`src/rtl/atm_rx_pkg.sv`:
```
package atm_rx_pkg;

    localparam int CELL_BYTES = 53;
    localparam int IDX_W      = $clog2(CELL_BYTES);

    typedef logic [IDX_W-1:0] byte_idx_t;

    // position of the last byte of a cell
    localparam byte_idx_t LAST_IDX    = byte_idx_t'(CELL_BYTES - 1);
    // byte count reached once the 48th byte is in: CLAV is decided from here
    localparam byte_idx_t CLAV_DECIDE = byte_idx_t'(48);

    typedef enum logic [1:0] {
        ACT_IDLE,
        ACT_DROP,
        ACT_START,
        ACT_RESTART
    } rx_act_e;

    typedef struct packed {
        logic      wr;
        logic      commit;
        byte_idx_t idx;
        logic [7:0] data;
    } wr_req_t;

    function automatic byte_idx_t idx_incr(byte_idx_t i);
        return (i == LAST_IDX) ? '0 : byte_idx_t'(i + 1'b1);
    endfunction

endpackage

```
`src/rtl/atm_rx_framer.sv`:
```
module atm_rx_framer
    import atm_rx_pkg::*;
(
    input  logic       clk,
    input  logic       rst,
    input  logic [7:0] phy_data,
    input  logic       phy_soc,
    input  logic       phy_enb_n,
    input  logic       clav,
    output wr_req_t    wr,
    output byte_idx_t  cnt_q,
    output byte_idx_t  cnt_next,
    output logic       err_q
);

    rx_act_e act;
    logic    in_cell;
    logic    cont;

    assign in_cell = (cnt_q != '0);

    // classify the current cycle
    always_comb begin
        act  = ACT_IDLE;
        cont = 1'b0;
        if (!phy_enb_n) begin
            if (phy_soc) begin
                if (in_cell)      act = ACT_RESTART;
                else if (clav)    act = ACT_START;
                else              act = ACT_DROP;
            end else if (in_cell) begin
                cont = 1'b1;
            end else begin
                act = ACT_DROP;
            end
        end
    end

    always_comb begin
        wr       = '0;
        wr.data  = phy_data;
        cnt_next = cnt_q;
        case (act)
            ACT_START, ACT_RESTART: begin
                wr.wr    = 1'b1;
                wr.idx   = '0;
                cnt_next = byte_idx_t'(1);
            end
            default: begin
                if (cont) begin
                    wr.wr     = 1'b1;
                    wr.idx    = cnt_q;
                    wr.commit = (cnt_q == LAST_IDX);
                    cnt_next  = idx_incr(cnt_q);
                end
            end
        endcase
    end

    always_ff @(posedge clk) begin
        if (rst) begin
            cnt_q <= '0;
            err_q <= 1'b0;
        end else begin
            cnt_q <= cnt_next;
            err_q <= (act == ACT_RESTART);
        end
    end

endmodule

```
`src/rtl/atm_cell_buffer.sv`:
```
module atm_cell_buffer
    import atm_rx_pkg::*;
#(
    parameter int CELLS = 4,
    localparam int CW   = $clog2(CELLS + 1),
    localparam int SW   = (CELLS > 1) ? $clog2(CELLS) : 1
)(
    input  logic          clk,
    input  logic          rst,
    input  wr_req_t       wr,
    input  logic          pop,
    output logic          valid,
    output logic [7:0]    rd_data,
    output logic          rd_sop,
    output logic          rd_eop,
    output logic [CW-1:0] cells_q,
    output logic [CW-1:0] cells_next
);

    localparam int DEPTH = CELLS * CELL_BYTES;
    localparam int AW    = $clog2(DEPTH);

    function automatic logic [SW-1:0] slot_incr(logic [SW-1:0] s);
        return (s == SW'(CELLS - 1)) ? '0 : SW'(s + 1'b1);
    endfunction

    logic [7:0]    mem [DEPTH];
    logic [SW-1:0] wr_slot, rd_slot;
    byte_idx_t     rd_idx;
    logic [AW-1:0] waddr, raddr;
    logic          pop_ok, free;

    // partial cells stay inside wr_slot until committed, so a restart needs no rewind
    assign waddr = AW'(AW'(wr_slot) * AW'(CELL_BYTES)) + AW'(wr.idx);
    assign raddr = AW'(AW'(rd_slot) * AW'(CELL_BYTES)) + AW'(rd_idx);

    assign valid   = (cells_q != '0);
    assign rd_data = mem[raddr];
    assign rd_sop  = (rd_idx == '0);
    assign rd_eop  = (rd_idx == LAST_IDX);

    assign pop_ok     = pop && valid;
    assign free       = pop_ok && rd_eop;
    assign cells_next = cells_q + CW'(wr.commit) - CW'(free);

    always_ff @(posedge clk) begin
        if (wr.wr) mem[waddr] <= wr.data;
    end

    always_ff @(posedge clk) begin
        if (rst) begin
            wr_slot <= '0;
            rd_slot <= '0;
            rd_idx  <= '0;
            cells_q <= '0;
        end else begin
            cells_q <= cells_next;
            if (wr.commit) wr_slot <= slot_incr(wr_slot);
            if (pop_ok) begin
                rd_idx <= idx_incr(rd_idx);
                if (free) rd_slot <= slot_incr(rd_slot);
            end
        end
    end

endmodule

```
`src/rtl/atm_clav_ctrl.sv`:
```
module atm_clav_ctrl
    import atm_rx_pkg::*;
#(
    parameter int CELLS = 4,
    localparam int CW   = $clog2(CELLS + 1)
)(
    input  logic          clk,
    input  logic          rst,
    input  byte_idx_t     cnt_next,
    input  logic [CW-1:0] cells_next,
    output logic          clav_q
);

    logic [CW:0] used;
    logic        decide;
    logic        room;

    // slots taken after this edge: complete cells plus a cell in progress
    assign used   = {1'b0, cells_next} + (CW + 1)'(cnt_next != '0);
    assign room   = (used < (CW + 1)'(CELLS));
    assign decide = (cnt_next == '0) || (cnt_next >= CLAV_DECIDE);

    always_ff @(posedge clk) begin
        if (rst)         clav_q <= 1'b0;
        else if (decide) clav_q <= room;
    end

endmodule

```
`src/rtl/atm_cell_rx.sv`:
```
module atm_cell_rx
    import atm_rx_pkg::*;
#(
    parameter int CELLS  = 4,
    parameter int ADDR_W = 5,
    localparam int CW    = $clog2(CELLS + 1)
)(
    input  logic              clk,
    input  logic              rst,
    input  logic [7:0]        phy_data,
    input  logic              phy_soc,
    input  logic              phy_enb_n,
    input  logic [ADDR_W-1:0] phy_addr,
    input  logic              cell_pop,
    output logic              phy_clav,
    output logic              frame_err,
    output logic              cell_valid,
    output logic [7:0]        cell_data,
    output logic              cell_sop,
    output logic              cell_eop
);

    wr_req_t       wr;
    byte_idx_t     rx_cnt, rx_cnt_next;
    logic [CW-1:0] fifo_cells, fifo_cells_next;
    logic          unused_addr;

    // single-PHY link: the address carries no meaning here
    assign unused_addr = ^phy_addr;

    atm_rx_framer u_framer (
        .clk       (clk),
        .rst       (rst),
        .phy_data  (phy_data),
        .phy_soc   (phy_soc),
        .phy_enb_n (phy_enb_n),
        .clav      (phy_clav),
        .wr        (wr),
        .cnt_q     (rx_cnt),
        .cnt_next  (rx_cnt_next),
        .err_q     (frame_err)
    );

    atm_cell_buffer #(.CELLS(CELLS)) u_buf (
        .clk        (clk),
        .rst        (rst),
        .wr         (wr),
        .pop        (cell_pop),
        .valid      (cell_valid),
        .rd_data    (cell_data),
        .rd_sop     (cell_sop),
        .rd_eop     (cell_eop),
        .cells_q    (fifo_cells),
        .cells_next (fifo_cells_next)
    );

    atm_clav_ctrl #(.CELLS(CELLS)) u_clav (
        .clk        (clk),
        .rst        (rst),
        .cnt_next   (rx_cnt_next),
        .cells_next (fifo_cells_next),
        .clav_q     (phy_clav)
    );

endmodule

```
`config.mk`:
```
export PLATFORM = sky130hd
export DESIGN_NAME = atm_cell_rx
export DESIGN_NICKNAME = d
export VERILOG_FILES = /design/src/rtl/atm_rx_pkg.sv /design/src/rtl/atm_rx_framer.sv /design/src/rtl/atm_cell_buffer.sv /design/src/rtl/atm_clav_ctrl.sv /design/src/rtl/atm_cell_rx.sv
export SDC_FILE = /design/constraint.sdc
export NUM_CORES = 2
export LEC_CHECK = 0
export ABC_CLOCK_PERIOD_IN_PS = 12300
export BUFFER_PORTS_ARGS = -buffer_cell sky130_fd_sc_hd__buf_2
export CORE_ASPECT_RATIO = 0.75
export CORE_MARGIN = 8
export CORE_UTILIZATION = 45
export DETAILED_ROUTE_END_ITERATION = 7
export PLACE_DENSITY = 0.62
export SLEW_MARGIN = 20
export SYNTH_ARGS = -nofsm -noshare
export SYNTH_HDL_FRONTEND = slang
export SYNTH_SLANG_ARGS = --single-unit
```
`constraint.sdc`:
```
create_clock -name clk -period 12.3 [get_ports clk]
set_input_delay 0.615 -clock clk [delete_from_list [all_inputs] [get_ports clk]]
set_output_delay 0.615 -clock clk [all_outputs]
set_load 0.03 [all_outputs]
```
## Yosys cells after proc, flatten, opt, wreduce, memory -nomap -nowiden

Memory sizes are Yosys's and may differ from the RTL's.
Index checks and enable logic that the tools add are counted.
Widths: inputs -> output; s select.

- Flip-flop bits (word level): 21
- Latch bits: 0
- Bits in writable memories: 1696
- Memory bits (read-only): 0
- Logic and storage cells: 57
- Memories: 1

Memory list:

| memory | depth | width | rd ports | clocked after Yosys merged registers in | write ports | line | RTL |
|---|---|---|---|---|---|---|---|
| u_buf.mem | 212 | 8 | 1 | 0 | 1 | atm_cell_buffer.sv:27 | `logic [7:0] mem [DEPTH];` |

- Add/sub/neg operators: 9
- $mul: 2
- Div/mod/pow operators: 0
- Magnitude comparators: 2
- Equal/unequal tests: 6
- Shift-type cells: 0
- Muxes and demuxes: 20
- Bitwise operators: 0
- Reduce and logical (&&, ||, !) cells: 10

Operators with widths:

| kind | number |
|---|---|
| $mux 6 | 5 |
| $add 8x6->8 | 2 |
| $mul 2x6->8 const B | 2 |
| $add 6x1->6 const B | 2 |
| $eq 6x6->1 const B | 2 |
| $logic_not 6->1 | 2 |
| $mux 2 | 6 |
| $reduce_bool 6->1 | 2 |
| $eq 2x2->1 const B | 4 |
| $mux 1 | 8 |
| $mux 8 | 1 |
| $ge 6x6->1 const B | 1 |
| $add 2x1->2 const B | 2 |
| $add 3x1->4 | 1 |
| $lt 4x3->1 const B | 1 |
| $add 3x1->3 | 1 |
| $reduce_bool 3->1 | 1 |
| $sub 3x1->3 | 1 |
| $logic_and 1x1->1 | 2 |
| $reduce_and 2->1 | 1 |
| $reduce_or 2->1 | 1 |
| $logic_or 1x1->1 | 1 |

## Longest topological paths before layout

- Word-level depth: 11
- Gate-level depth with buffers: 16

## Modules after synthesis

From an unflattened synthesis, not the netlist that was laid out.

- Cell total of the unflattened synthesis: 3198
- Area, all modules: 67820.0 um^2

By module, submodules not included:

| module | times used | cells each | area each (um^2) | sequential area each (um^2) |
|---|---|---|---|---|
| atm_cell_buffer | 1 | 3117 | 67136.9 | 51189.1 |
| atm_rx_framer | 1 | 71 | 605.6 | 140.1 |
| atm_clav_ctrl | 1 | 10 | 77.6 | 20.0 |

## Least setup slack after synthesis

No wires, ideal clock.

- Path type: register to output
- Start: register u_buf.rd_slot[1]
- End: output cell_data[4]
- Arrival: 3.762 ns
- Required time: 11.685 ns
- Setup slack: 7.923 ns
- Cell stages (with the launch flop): 14
- Path buffers: 2
- Cells stage by stage: dfxtp_1 > ha_1 > ha_1 > inv_1 > fa_1 > nand2b_1 > a21oi_2 > xnor2_1 > clkbuf_1 > clkbuf_1 > nand2_1 > a21oi_1 > a311oi_1 > nor4_1

- Longest elaborated chain between the ends: 3

Ends and longest elaborated chain:

| what | line | RTL |
|---|---|---|
| start, declared | atm_cell_buffer.sv:28 | `logic [SW-1:0] wr_slot, rd_slot;` |
| start signal, assigned | atm_cell_buffer.sv:61 | `if (free) rd_slot <= slot_incr(rd_slot);` |
| $mul 2x6->8 | atm_cell_buffer.sv:35 | `assign raddr = AW'(AW'(rd_slot) * AW'(CELL_BYTES)) + AW'(rd_idx);` |
| $add 8x6->8 | atm_cell_buffer.sv:35 |  |
| $mem_v2 212x8 | - |  |
| end, declared | atm_cell_rx.sv:18 | `output logic [7:0] cell_data,` |

Every way passes these cells.

## Worst setup path after layout

- Start: register u_buf.rd_slot[1]
- End: output cell_data[7]

The elaborated chain is that of the path after synthesis.

==> metrics.cfg <==
[yosys]
ys_warn_count=0
syn_area_um2=67700
synth_edf_count=1696
yosysUniqueCellTypes=63
ys.flop_type=edfxtp_1
avgSynthCellArea_um2=20.8
synth.net_count=3305
synth-seq-area-share_pct=75.8
synth_cells=3251
ys_async_sr_fraction_pct=0
synth_seq_cells=1717

[final_layout]
syn2layout_area_growth_pct=10.6
final_area_um2=74900
finalNetCount=3370
multiInputGateArea_um2=15300
drive_gt1_share_pct=22.7
most-common-layout-cells=edfxtp_1, mux4_2, nor2_1
diodes=0
fillCellCount=11900
fin_util_pct=50.0
final_common_cell=edfxtp_1
final-seq-area_um2=51300

[global_route]
grt_overflow=0
grt_max_degree=100
grt_pass1_wl_mm=239
grt_pass1_vias=32500
antenna_found_initial=3
grt_usage_pct=19.9

[worst_setup_path]
reg2reg_depth=14
required_ps=11690
end_kind=output pin
critPathMaxStageDelay_ps=900
critPathKind=reg -> out
worst_ep_arrival_time_ps=6350
r2r-end=u_buf.mem[122][3]
crit_top_cell=buf_4
cp_max_fo=31
r2r_setup_slack_ps=6730
slowest_stage=and2_1
path_cells=ha_1 -> ha_4 -> inv_1 -> fa_4 -> nand2b_1 -> a21oi_2 -> xnor2_2 -> buf_4 -> buf_4 -> and2_1 -> a31oi_1 -> and3_1 -> o32ai_1 -> nor3_1 -> buf_2
crit_path_start_kind=register
r2r-start=u_framer.cnt_q[0]

[flow_run]
drv_cap=0

[hold_path]
min-delay-start=phy_soc
min-delay-path-class=in -> reg
hold_depth=3
whs_endpoint=u_framer.err_q

[sta]
slew_headroom_pct=28.1
report.final.slew_viol_count=0
rsz0062_at_grt=false
final_hold_viol_count=0
skew_ps=31.9
fin_tns_setup_ps=0
final.period_utilization_pct=56.6
worst_pin_slew_ps=1080
setup_viol=0
fin_crit_ps=6960
max_freq_mhz=144

[placement]
io_buffers=25
hpwlAfterDp_mm=96.3
dpl_cell_area_um2=69900
place.gp.congestion=0.817

[floorplan]
placementRows=123
initial_core_util_pct=45.2
core_um2=150000
io_pins=31
die_h_um=352
die_w_um=464
dieArea_um2=163000

[clock_tree]
postCtsSetupRepairBufs=0
ctsHoldBuffers=0
cts-root-buf=clkbuf_16
post_cts_resize_count=0
htree_levels=4
tritoncts=done
cts_made_buffers=157
clk_pin_slew_worst_paths_ps=70
clock_latency_ps=790
clockBufferDepth=3
cts.sinks=1717

[drt]
dr.pass1.iters=5
routedWlPerCell_um=30.6
vias_per_cell=6.03
drc=0
drt_iter0_markers=4222
vias=32800
routed_wl_mm=166
ant_nets=0

[power_and_ir_drop]
ir_worst_vdd_mv=0.130
leakagePower_nw=22.8
power_w=0.0114
power_density_nw_per_um2=152

[status]
status=complete, no violations

[logic make-up after synthesis]
logic type / count (synthesis) / synth area share (%)
xor gates and xnor gates: 24 / 0.338
muxes: 498 / 15.8
adders and majority gates: 36 / 0.721
AOI/OAI and AO/OA: 201 / 2.04
buffers and inverters: 197 / 1.71
DFF: 1717 / 75.8
and+or+nand+nor: 578 / 3.59
[worst max path at each step]
stage                startpoint            to  slack (ps)  depth (start not counted)
3_3_place_gp   u_buf.rd_slot[1]  cell_data[5]        6090                         11
5_1_grt        u_buf.rd_slot[1]  cell_data[4]        5180                         12
3_5_place_dp   u_buf.rd_slot[1]  cell_data[4]        6240                         12
6_report       u_buf.rd_slot[1]  cell_data[7]        5340                         15
2_1_floorplan  u_buf.rd_slot[1]  cell_data[4]        7920                         13
4_1_cts        u_buf.rd_slot[1]  cell_data[4]        5370                         12
[power breakdown]
part           internal (W)  leakage, nW  switching [W]
sequential          0.00643         15.4     0.00000209
combinational     0.0000200         4.96       0.000127
clock               0.00265         2.42        0.00216
[area by class of cell]
type	count	share of cell area [%]
tap	2000	3.34
clock inverter	87	1.10
sequential	1717	68.6
multi-input combinational	1337	20.4
clock buffer	192	5.51
inverter	16	0.0802
timing repair buffer	87	0.977
[per-stage QoR]
step,worst slack [ps],instances,hold slack [ps]
5_1_grt,5180,5436,108
3_5_place_dp,6240,5157,517
4_1_cts,5370,5436,60.1
2_1_floorplan,7920,3251,482
6_report,5340,5436,125
3_3_place_gp,6090,5157,514
[cells in the mapped netlist, types with 9 or more instances]
library cell	number	share of area, %
mux2i_1	40	0.59
buf_6	27	0.45
a21oi_1	46	0.34
nor3_1	20	0.15
buf_4	41	0.45
and2_1	18	0.17
nor2_1	288	1.6
nand4_1	13	0.12
ha_1	31	0.57
o22ai_1	24	0.22
dfxtp_1	21	0.62
buf_1	9	0.050
edfxtp_1	1696	75
xnor2_1	14	0.18
and3_1	10	0.092
nand2_1	169	0.94
buf_2	49	0.36
inv_1	16	0.089
mux4_2	454	15
clkbuf_1	55	0.30
xor2_1	9	0.12
a2111oi_0	11	0.14
a211oi_1	9	0.10
a31oi_1	24	0.22
a22oi_1	37	0.41
nand3_1	24	0.18
[sequential cells by signal, indices dropped and copies added (netlist names)]
name	count
u_buf.mem	1696
u_buf.rd_idx	6
u_framer.cnt_q	6
u_buf.cells_q	3
u_buf.rd_slot	2
u_buf.wr_slot	2
u_clav.clav_q	1
u_framer.err_q	1
[routing by layer]
metal / GRT usage [%] / part of all wire, % / up-vias
li1: - / - / 13600
met1: 29.9 / 43 / 17500
met2: 29.4 / 45 / 1469
met3: 4.81 / 9.3 / 218
met4: 4.97 / 2.1 / 0
met5: 0 / 0 / -
[worst max-delay path: cells and delay by family (launching register included)]
kind            cells  cell delay [ps]
fa+ha+maj           3             1030
buf+inv             4             1170
simple gates        4             1670
xor+xnor            1              140
compound gates      3             1110
flops               1              380
(Power assumes the default switching activity.)
